File: src/rtl/sseq_pkg.sv
package sseq_pkg;
  localparam int INSTR_W = 32;
  localparam int CNT_W   = 6;

  localparam logic [3:0] OP_DIRECT = 4'h1;
  localparam logic [3:0] OP_SHIFT  = 4'h2;
  localparam logic [3:0] OP_STOP   = 4'h3;

  localparam int CTRL_START_BIT = 15;
  localparam int CTRL_EARLY_BIT = 11;
  localparam int CTRL_BUSY_BIT  = 10;

  typedef struct packed {
    logic [3:0]       op;
    logic             drive_out;
    logic             cs_lvl;
    logic             clk_lvl;
    logic             sel_hi;
    logic [17:0]      rsv;
    logic [CNT_W-1:0] half_cnt;
  } instr_t;

  typedef enum logic [2:0] {
    RG_CTRL = 3'd0,
    RG_MEM  = 3'd1,
    RG_HI   = 3'd2,
    RG_LO   = 3'd3,
    RG_STOP = 3'd4,
    RG_DIV  = 3'd5,
    RG_IST  = 3'd6,
    RG_IEN  = 3'd7
  } reg_idx_e;
endpackage

File: src/rtl/sseq_iram.sv
module sseq_iram #(
  parameter  int DEPTH = 32,
  parameter  int WIDTH = 32,
  localparam int IDX_W = $clog2(DEPTH)
) (
  input  logic             clk_i,
  input  logic             rst_ni,
  input  logic             we_i,
  input  logic [IDX_W-1:0] waddr_i,
  input  logic [WIDTH-1:0] wdata_i,
  input  logic [IDX_W-1:0] raddr_a_i,
  output logic [WIDTH-1:0] rdata_a_o,
  input  logic [IDX_W-1:0] raddr_b_i,
  output logic [WIDTH-1:0] rdata_b_o
);
  logic [WIDTH-1:0] mem_q [DEPTH];

  always_ff @(posedge clk_i or negedge rst_ni) begin
    if (!rst_ni) begin
      for (int i = 0; i < DEPTH; i++) mem_q[i] <= '0;
    end else if (we_i) begin
      mem_q[waddr_i] <= wdata_i;
    end
  end

  assign rdata_a_o = mem_q[raddr_a_i];
  assign rdata_b_o = mem_q[raddr_b_i];
endmodule

File: src/rtl/sseq_prescaler.sv
module sseq_prescaler #(
  parameter int DIV_W = 8
) (
  input  logic             clk_i,
  input  logic             rst_ni,
  input  logic             run_i,
  input  logic [DIV_W-1:0] div_i,
  output logic             tick_o
);
  logic [DIV_W-1:0] cnt_q;

  assign tick_o = run_i && (cnt_q == div_i);

  always_ff @(posedge clk_i or negedge rst_ni) begin
    if (!rst_ni)                cnt_q <= '0;
    else if (!run_i || tick_o)  cnt_q <= '0;
    else                        cnt_q <= cnt_q + 1'b1;
  end
endmodule

File: src/rtl/sseq_engine.sv
module sseq_engine
  import sseq_pkg::*;
#(
  parameter int PC_W   = 6,
  parameter int HALF_W = 16
) (
  input  logic              clk_i,
  input  logic              rst_ni,
  input  logic              start_i,
  input  logic [PC_W-1:0]   start_pc_i,
  input  logic              early_i,
  input  logic              tick_i,
  input  instr_t            instr_i,
  input  logic              sdi_i,
  input  logic              host_hi_we_i,
  input  logic              host_lo_we_i,
  input  logic [HALF_W-1:0] host_wdata_i,
  output logic              busy_o,
  output logic [PC_W-1:0]   pc_o,
  output logic [PC_W-1:0]   stop_pc_o,
  output logic              done_o,
  output logic [HALF_W-1:0] hi_o,
  output logic [HALF_W-1:0] lo_o,
  output logic              sclk_o,
  output logic              cs_o,
  output logic              sdo_o
);
  logic              busy_q, sclk_q, cs_q, sdo_q;
  logic [PC_W-1:0]   pc_q, stop_pc_q;
  logic [CNT_W-1:0]  half_q;
  logic [HALF_W-1:0] hi_q, lo_q;

  logic              is_direct, is_shift, is_stop;
  logic              lead, upd_reg, last_half;
  logic [HALF_W-1:0] operand, shifted;

  assign is_direct = instr_i.op == OP_DIRECT;
  assign is_shift  = instr_i.op == OP_SHIFT;
  assign is_stop   = !is_direct && !is_shift;  // undefined opcodes terminate
  assign lead      = ~half_q[0];
  assign last_half = half_q == instr_i.half_cnt;
  assign operand   = instr_i.sel_hi ? hi_q : lo_q;
  assign shifted   = {operand[HALF_W-2:0], instr_i.drive_out ? 1'b0 : sdi_i};
  assign upd_reg   = is_shift && (instr_i.drive_out ? !lead : (lead == early_i));
  assign done_o    = tick_i && is_stop;

  always_ff @(posedge clk_i or negedge rst_ni) begin
    if (!rst_ni) begin
      busy_q    <= 1'b0;
      pc_q      <= '0;
      stop_pc_q <= '0;
      half_q    <= '0;
      hi_q      <= '0;
      lo_q      <= '0;
      sclk_q    <= 1'b0;
      cs_q      <= 1'b1;
      sdo_q     <= 1'b0;
    end else begin
      if (start_i) begin
        busy_q <= 1'b1;
        pc_q   <= start_pc_i;
        half_q <= '0;
      end else if (tick_i) begin
        cs_q <= instr_i.cs_lvl;
        if (is_stop) begin
          sclk_q    <= instr_i.clk_lvl;
          busy_q    <= 1'b0;
          stop_pc_q <= pc_q;
        end else if (is_direct) begin
          sclk_q <= instr_i.clk_lvl;
          pc_q   <= pc_q + 1'b1;
        end else begin
          sclk_q <= lead ? ~instr_i.clk_lvl : instr_i.clk_lvl;
          if (instr_i.drive_out && lead) sdo_q <= operand[HALF_W-1];
          if (upd_reg) begin
            if (instr_i.sel_hi) hi_q <= shifted;
            else                lo_q <= shifted;
          end
          if (last_half) begin
            half_q <= '0;
            pc_q   <= pc_q + 1'b1;
          end else begin
            half_q <= half_q + 1'b1;
          end
        end
      end
      if (!busy_q && host_hi_we_i) hi_q <= host_wdata_i;
      if (!busy_q && host_lo_we_i) lo_q <= host_wdata_i;
    end
  end

  assign busy_o    = busy_q;
  assign pc_o      = pc_q;
  assign stop_pc_o = stop_pc_q;
  assign hi_o      = hi_q;
  assign lo_o      = lo_q;
  assign sclk_o    = sclk_q;
  assign cs_o      = cs_q;
  assign sdo_o     = sdo_q;
endmodule

File: src/rtl/sseq_top.sv
module sseq_top
  import sseq_pkg::*;
#(
  parameter  int DEPTH  = 32,
  parameter  int PC_W   = 6,
  parameter  int HALF_W = 16,
  parameter  int DIV_W  = 8,
  localparam int IDX_W  = $clog2(DEPTH),
  localparam int AW     = IDX_W + 1
) (
  input  logic          clk_i,
  input  logic          rst_ni,
  input  logic          reg_we_i,
  input  logic [AW-1:0] reg_addr_i,
  input  logic [31:0]   reg_wdata_i,
  output logic [31:0]   reg_rdata_o,
  input  logic          sdi_i,
  output logic          sclk_o,
  output logic          cs_o,
  output logic          sdo_o,
  output logic          irq_o
);
  logic              ram_sel, reg_wr, ctrl_wr, start_req, start_go, start_rej;
  reg_idx_e          idx;
  logic [PC_W-1:0]   start_pc_q;
  logic              early_q, mem_en_q;
  logic [DIV_W-1:0]  div_q;
  logic [1:0]        ist_q, ien_q, ist_clr, ist_set;
  logic              busy, tick, done;
  logic [PC_W-1:0]   pc, stop_pc;
  logic [HALF_W-1:0] hi, lo;
  logic [31:0]       instr_word, host_ram_word;

  assign ram_sel   = reg_addr_i[AW-1];
  assign idx       = reg_idx_e'(reg_addr_i[2:0]);
  assign reg_wr    = reg_we_i && !ram_sel;
  assign ctrl_wr   = reg_wr && (idx == RG_CTRL);
  assign start_req = ctrl_wr && reg_wdata_i[CTRL_START_BIT];
  assign start_go  = start_req && !busy;
  assign start_rej = start_req && busy;

  always_ff @(posedge clk_i or negedge rst_ni) begin
    if (!rst_ni) begin
      start_pc_q <= '0;
      early_q    <= 1'b0;
      mem_en_q   <= 1'b0;
      div_q      <= '0;
      ien_q      <= '0;
    end else if (reg_wr) begin
      case (idx)
        RG_CTRL: if (!busy) begin
          start_pc_q <= reg_wdata_i[PC_W-1:0];
          early_q    <= reg_wdata_i[CTRL_EARLY_BIT];
        end
        RG_MEM:  mem_en_q <= reg_wdata_i[0];
        RG_DIV:  div_q    <= reg_wdata_i[DIV_W-1:0];
        RG_IEN:  ien_q    <= reg_wdata_i[1:0];
        default: ;
      endcase
    end
  end

  // status: a set wins over a same-cycle clear
  assign ist_clr = (reg_wr && idx == RG_IST) ? reg_wdata_i[1:0] : 2'b00;
  assign ist_set = {start_rej, done};

  always_ff @(posedge clk_i or negedge rst_ni) begin
    if (!rst_ni) ist_q <= '0;
    else         ist_q <= (ist_q & ~ist_clr) | ist_set;
  end

  assign irq_o = |(ist_q & ien_q);

  sseq_iram #(.DEPTH(DEPTH), .WIDTH(INSTR_W)) u_iram (
    .clk_i     (clk_i),
    .rst_ni    (rst_ni),
    .we_i      (reg_we_i && ram_sel && mem_en_q),
    .waddr_i   (reg_addr_i[IDX_W-1:0]),
    .wdata_i   (reg_wdata_i),
    .raddr_a_i (pc[IDX_W-1:0]),
    .rdata_a_o (instr_word),
    .raddr_b_i (reg_addr_i[IDX_W-1:0]),
    .rdata_b_o (host_ram_word)
  );

  sseq_prescaler #(.DIV_W(DIV_W)) u_presc (
    .clk_i  (clk_i),
    .rst_ni (rst_ni),
    .run_i  (busy),
    .div_i  (div_q),
    .tick_o (tick)
  );

  sseq_engine #(.PC_W(PC_W), .HALF_W(HALF_W)) u_engine (
    .clk_i        (clk_i),
    .rst_ni       (rst_ni),
    .start_i      (start_go),
    .start_pc_i   (reg_wdata_i[PC_W-1:0]),
    .early_i      (early_q),
    .tick_i       (tick),
    .instr_i      (instr_t'(instr_word)),
    .sdi_i        (sdi_i),
    .host_hi_we_i (reg_wr && idx == RG_HI),
    .host_lo_we_i (reg_wr && idx == RG_LO),
    .host_wdata_i (reg_wdata_i[HALF_W-1:0]),
    .busy_o       (busy),
    .pc_o         (pc),
    .stop_pc_o    (stop_pc),
    .done_o       (done),
    .hi_o         (hi),
    .lo_o         (lo),
    .sclk_o       (sclk_o),
    .cs_o         (cs_o),
    .sdo_o        (sdo_o)
  );

  always_comb begin
    reg_rdata_o = '0;
    if (ram_sel) begin
      reg_rdata_o = host_ram_word;
    end else begin
      case (idx)
        RG_CTRL: begin
          reg_rdata_o[PC_W-1:0]      = start_pc_q;
          reg_rdata_o[CTRL_BUSY_BIT]  = busy;
          reg_rdata_o[CTRL_EARLY_BIT] = early_q;
        end
        RG_MEM:  reg_rdata_o[0]          = mem_en_q;
        RG_HI:   reg_rdata_o[HALF_W-1:0] = hi;
        RG_LO:   reg_rdata_o[HALF_W-1:0] = lo;
        RG_STOP: reg_rdata_o[PC_W-1:0]   = stop_pc;
        RG_DIV:  reg_rdata_o[DIV_W-1:0]  = div_q;
        RG_IST:  reg_rdata_o[1:0]        = ist_q;
        RG_IEN:  reg_rdata_o[1:0]        = ien_q;
        default: ;
      endcase
    end
  end
endmodule

File: config.mk
export PLATFORM = sky130hd
export DESIGN_NAME = sseq_top
export DESIGN_NICKNAME = d
export VERILOG_FILES = /design/src/rtl/sseq_pkg.sv /design/src/rtl/sseq_iram.sv /design/src/rtl/sseq_prescaler.sv /design/src/rtl/sseq_engine.sv /design/src/rtl/sseq_top.sv
export SDC_FILE = /design/constraint.sdc
export NUM_CORES = 2
export LEC_CHECK = 0
export BUFFER_PORTS_ARGS = -buffer_cell sky130_fd_sc_hd__buf_2
export CORE_AREA = 2 2 445 403
export DETAILED_ROUTE_END_ITERATION = 8
export DIE_AREA = 0 0 447 405
export PLACE_DENSITY = 0.45
export SYNTH_ARGS = -nofsm -noshare
export SYNTH_HDL_FRONTEND = slang
export SYNTH_HIERARCHICAL = 1
export SYNTH_SLANG_ARGS = --single-unit
File: constraint.sdc
create_clock -name clk_i -period 7.9 [get_ports clk_i]
set_clock_uncertainty 0.1 [all_clocks]
set_input_delay 0.395 -clock clk_i [delete_from_list [all_inputs] [get_ports clk_i]]
set_output_delay 0.395 -clock clk_i [all_outputs]
set_load 0.02 [all_outputs]
---- After elaboration in Yosys (flattened, before gate mapping) ----
Cells that the tools add are included.
W data, S select, Z words.
operators by class
  order comparisons ....................... 3
  $add $sub $neg .......................... 3
  $mul .................................... 0
  shift operators ......................... 0
  reductions and logical operators ........ 45
  div/mod/pow operators ................... 0
  eq/ne operators ......................... 21
  multiplexer cells ....................... 53
  bitwise operators ....................... 12
operator list
  operator               number
  $bwmux W1024           1
  $bmux W32 S5           2
  $mux W16               17
  $demux W32 S5          1
  $mux W32               5
  $mux W6                10
  $pmux W4 S5            1
  $logic_and A1 B1 Y1    18
  $ne A2 B2 Y1 const B   7
  $reduce_bool A2 Y1     7
  $add A6 B1 Y6 const B  2
  $eq A3 B3 Y1 const B   4
  $ge A6 B6 Y1 const B   2
  $not A5 Y6             2
  $pmux W2 S3            2
  $reduce_and A3 Y1      4
  $reduce_and A6 Y1      2
  $reduce_and A2 Y1      5
  $add A8 B1 Y8 const B  1
  $eq A8 B8 Y1           1
  $mux W1                8
  $mux W8                1
  $pmux W1 S8            1
  $pmux W4 S2            1
  other kinds (21)       32
word-level totals
  output and inout bits ................... 36
  RAM bits ................................ 0
  bits of input ports ..................... 42
  logic and storage cells ................. 185
  bits in registers ....................... 1106
  memory bits (read-only) ................. 0
  memories kept ........................... 0
  latch bits .............................. 0

---- Longest topological paths before layout ----
  word-level depth ........................ 12
  depth in mapped cells ................... 14
  gate-level depth less buffers ........... 10

---- By module ----
Netlist, hierarchy kept.
modules (own cells, without submodules)
  module          cells each  times used  seq. area each (sq um)  area an instance (sq um)
  sseq_iram       4605        1           25624.6                 56245.2
  sseq_engine     318         1           1352.5                  3051.7
  sseq_top        178         1           500.5                   1605.3
  sseq_prescaler  46          1           200.2                   500.5

---- Least setup slack after synthesis ----
Ideal clock, no wire load.
  kind .................................... reg-to-reg
  start ................................... register u_engine.pc_q[1] (netlist: u_engine/pc_o[1])
  end ..................................... register u_engine.pc_q[1] (netlist: u_engine/pc_o[1])
  required time ........................... 7.675 ns
  arrival ................................. 3.006 ns
  period minus slack after synthesis ...... 3.231 ns
  setup slack ............................. 4.669 ns
  stages on the path, launching flop included .. 14
  path buffers ............................ 4
  setup time .............................. 0.125 ns
  path through ............................ dfrtp_1 -> buf_2 -> buf_4 -> buf_2 -> buf_2 -> mux2i_1 -> nand2_1 -> a31oi_1 -> nand3_1 -> nor4b_4 -> nand4_1 -> o21ai_2 -> mux2_1 -> mux2_2
between the ends
  longest elaborated chain between the ends .. 9
  elaborated cells between the ends (all ways) .. 19
  those cells by class .................... 1 x add/sub; 4 x eq/ne; 8 x mux; 1 x bitwise; 5 x reduce/logical
RTL lines
  item                                            RTL line                              source
  start, declared                                 sseq_engine.sv:29                     logic [PC_W-1:0] pc_q, stop_pc_q;
  start signal, assigned                          sseq_engine.sv:61                     pc_q <= start_pc_i;
  start signal, assigned                          sseq_engine.sv:71                     pc_q <= pc_q + 1'b1;
  start signal, assigned                          sseq_engine.sv:81                     pc_q <= pc_q + 1'b1;
  $not A5 Y6 (implied by the code) *              sseq_iram.sv:26                       assign rdata_a_o = mem_q[raddr_a_i];
  $bmux W32 S5 *                                  sseq_iram.sv:26
  $mux W32 (implied by the code) * (2 in series)  sseq_iram.sv:26
  via instr_word[28]                              sseq_top.sv:32                        logic [31:0] instr_word, host_ram_word;
  $eq A4 B1 Y1 or $eq A4 B2 Y1 (tied branches)    sseq_engine.sv:37, sseq_engine.sv:38
  $mux W6 or $logic_not A1 Y1 (tied branches)     sseq_engine.sv:69, sseq_engine.sv:39
  $mux W6 or $logic_and A1 B1 Y1 (tied branches)  sseq_engine.sv:65, sseq_engine.sv:39
  $mux W6 or $ne A2 B2 Y1 (tied branches)         n/a
  $mux W6 or $reduce_and A3 Y1 (tied branches)    n/a
The timed path passes the listed nets; every way through them passes the cells marked *. The select of a mux whose other input is x is not followed.
A chain may end at the register's enable or synchronous reset.

---- Worst setup path after layout ----
  start ................................... register u_engine.pc_q[1] (netlist: u_engine/pc_o[1])
  end ..................................... register u_engine.stop_pc_q[5] (netlist: u_engine/stop_pc_o[5])
between the ends
  longest elaborated chain between the ends .. 8
  elaborated cells between the ends (all ways) .. 10
  those cells by class .................... 2 x eq/ne; 3 x mux; 1 x bitwise; 4 x reduce/logical
RTL lines
  item                                            RTL line                              source
  $not A5 Y6 (implied by the code) *              sseq_iram.sv:26
  $bmux W32 S5 *                                  sseq_iram.sv:26
  $mux W32 (implied by the code) * (2 in series)  sseq_iram.sv:26
  via instr_word[29]                              sseq_top.sv:32
  $eq A4 B1 Y1 or $eq A4 B2 Y1 (tied branches)    sseq_engine.sv:37, sseq_engine.sv:38
  $logic_not A1 Y1                                sseq_engine.sv:39                     assign is_stop = !is_direct && !is_shift;
  $logic_and A1 B1 Y1 *                           sseq_engine.sv:39
  $reduce_and A3 Y1 (no source line) *            n/a
  end signal, assigned                            sseq_engine.sv:68                     stop_pc_q <= pc_q;
  end, declared                                   sseq_engine.sv:29
Marks and branches as above.

==> run metrics <==
status complete, no violations; pin count of the biggest net entering global routing 144; CP bufs+invs 1; root buffer cell clkbuf_16; critical path startpoint category flop; static leakage ~30 nW; CTS tree done; CTS resizes 0; Hold WC Path Type in -> async; Slew Limit Fails 0; Final Util 0.355; Vias 37,200; slowest stage delay, CP 1.09 ns; Worst Tran Pin Value about 1.4 ns; Largest delay share family, worst path compound AO/OA/AOI/OAI gates; MaxCap Viol Count 0; # setup viols final 0; synthesis warning total 6; critical path endpoint category flop; Synth-to-Final Area Change 10.7%; Pwr per Cell Area 245 mW/mm2; initial core utilization 0.320; HPWL after DPL 99,700 um; final wirelength roughly 190,000 um; drt pass-1 iters 5; core area about 0.18 mm2; Post-Syn Area ~0.057 mm2; Routed Antenna Nets 0; Tmin final 4.96 ns; Syn Nets 4,586; critical path class reg -> reg; DRC violations left 0; first-pass GRT wire length 277,000 um; Port Buf Inserts 77; initial antenna violation count 16; Post-CTS Setup Inserts 0; Max VDD drop 153 uV; Die Height 405 um; Vias/cell between 5 and 6; Post-Syn Instances 4,541; total track usage 0.211; number of nets in the layout between 4,000 and 5,000; hold buffers post-CTS 3; crit-path max FO 51; wire length per cell 28.0 um; critical-path cell list buf_4 > mux2i_1 > a22o_1 > nor3_1 > a31oi_1 > nand3_1 > xnor2_1 > o31ai_1 > nor2_1 > mux2_2; clock sinks 1,106; CTS Buf Count 132; fin crit share 0.628; H-tree depth 4; fraction of final layout cells with drive strength greater than 1 0.325; top achievable clock speed roughly 200 MHz; CP required 8.46 ns; CTS clk-pin slew, worst paths 0.06 ns; RSZ-0062 raised after global routing no; GRT overflow 0; CP arrival 5.52 ns; fill count 17,500; DRT iter0 DRCs between 2,000 and 3,000; standard-cell row count 147; normalized max-slew margin 0.0772; slowest cell on the critical path dfrtp_4; synthesized area per cell 12.5 um2; Die ar. 0.181 mm2; io pins 78; setup TNS 0 ns; Max clock buf depth 3; Clk Latency, worst-skew pair ~0.79 ns; Die W between 400 and 500 um; GP Congestion between 0.7 and 0.8; vias in the first global route 37,500; Final Hold Vio Count 0
flip-flops by register name, summed over array words and instances (netlist names):
signal and count:
start_pc_q 6, u_engine/pc_o 6, u_engine/sdo_o 1, u_engine/cs_o 1
div_q 8, u_presc/cnt_q 8, u_iram/mem_q 1024, u_engine/busy_o 1
u_engine/lo_o 16, u_engine/hi_o 16, ist_q 2, ien_q 2
u_engine/stop_pc_o 6, early_q 1, u_engine/half_q 6, mem_en_q 1
u_engine/sclk_o 1
placed cells by master (no fill, tap or decap), types with 38 or more instances in the layout:
cell type / n
o21ai_0: 47
a31oi_1: 47
mux2_2: 1023
buf_4: 54
nor3_1: 55
buf_2: 75
dfrtp_1: 1104
a22o_1: 94
a22oi_1: 151
mux2_1: 38
mux2i_1: 759
nand2_1: 215
nand3_1: 146
clkbuf_16: 136
clkbuf_1: 43
a21oi_1: 156
per-stage QoR:
| step | instances | hold slack [ns] | setup slack, ns | instance area [um2] | total power, W |
|---|---|---|---|---|---|
| detailed placement | 6628 | 0.363 | 3.15 | 58500 | 0.00947 |
| global route | 6865 | 0.156 | 2.78 | 62800 | 0.0161 |
| global placement | 6628 | 0.358 | 3.17 | 58500 | 0.00944 |
| finish | 6865 | 0.145 | 2.94 | 62800 | 0.0154 |
| CTS | 6861 | 0.0987 | 3.12 | 62800 | 0.0156 |
| floorplan | 4541 | -0.000591 | 4.73 | 56700 | 0.00857 |
cell type report:
cell class	count	area [um2]	area share
Clock inverter	24	255	0.00407
Timing Repair Buffer	151	1180	0.0188
Antenna cell	4	10.0	0.000159
Inverter	11	41.3	0.000658
Tap cell	2384	2980	0.0475
Clock buffer	206	3940	0.0627
Multi-Input combinational cell	2979	26700	0.425
Sequential cell	1106	27700	0.441
where the power goes:
group	switching, W	internal, W	total, W	leakage, nW
Sequential	0.000408	0.00614	0.00655	15.2
Clock	0.00251	0.00352	0.00603	2.06
Combinational	0.00166	0.00117	0.00282	13.0
final timing paths:
| kind | to | cells past startpoint | startpoint | slack [ns] |
|---|---|---|---|---|
| max | u_engine/stop_pc_o[5] | 10 | u_engine/pc_o[1] | 2.94 |
| min | u_iram/mem_q[684] | 2 | rst_ni | 0.15 |
| max reg2reg | u_engine/stop_pc_o[5] | 10 | u_engine/pc_o[1] | 2.94 |
| min reg2reg | u_iram/mem_q[627] | 1 | u_iram/mem_q[627] | 0.38 |
| max in group asynchronous | u_iram/mem_q[420] | 4 | rst_ni | 5.51 |
| min in group clk_i | u_iram/mem_q[309] | 2 | reg_wdata_i[21] | 0.16 |
worst register-to-register path, cell delays in order, from the launching register on:
cell     delay (ns)
dfrtp_4        1.09
buf_4          0.71
mux2i_1        0.33
a22o_1         0.16
nor3_1         0.05
a31oi_1        0.23
nand3_1        0.25
xnor2_1        0.19
o31ai_1        1.00
nor2_1         0.35
mux2_2         0.37
metal layers:
| metal | GRT usage | vias up | share of wire |
|---|---|---|---|
| li1 | - | 16200 | - |
| met1 | 0.314 | 19800 | 0.50 |
| met2 | 0.313 | 858 | 0.43 |
| met3 | 0.0306 | 256 | 0.045 |
| met4 | 0.0645 | 4 | 0.025 |
| met5 | 0 | - | 0.00012 |
No activity file was read; power rests on OpenSTA's default activity.
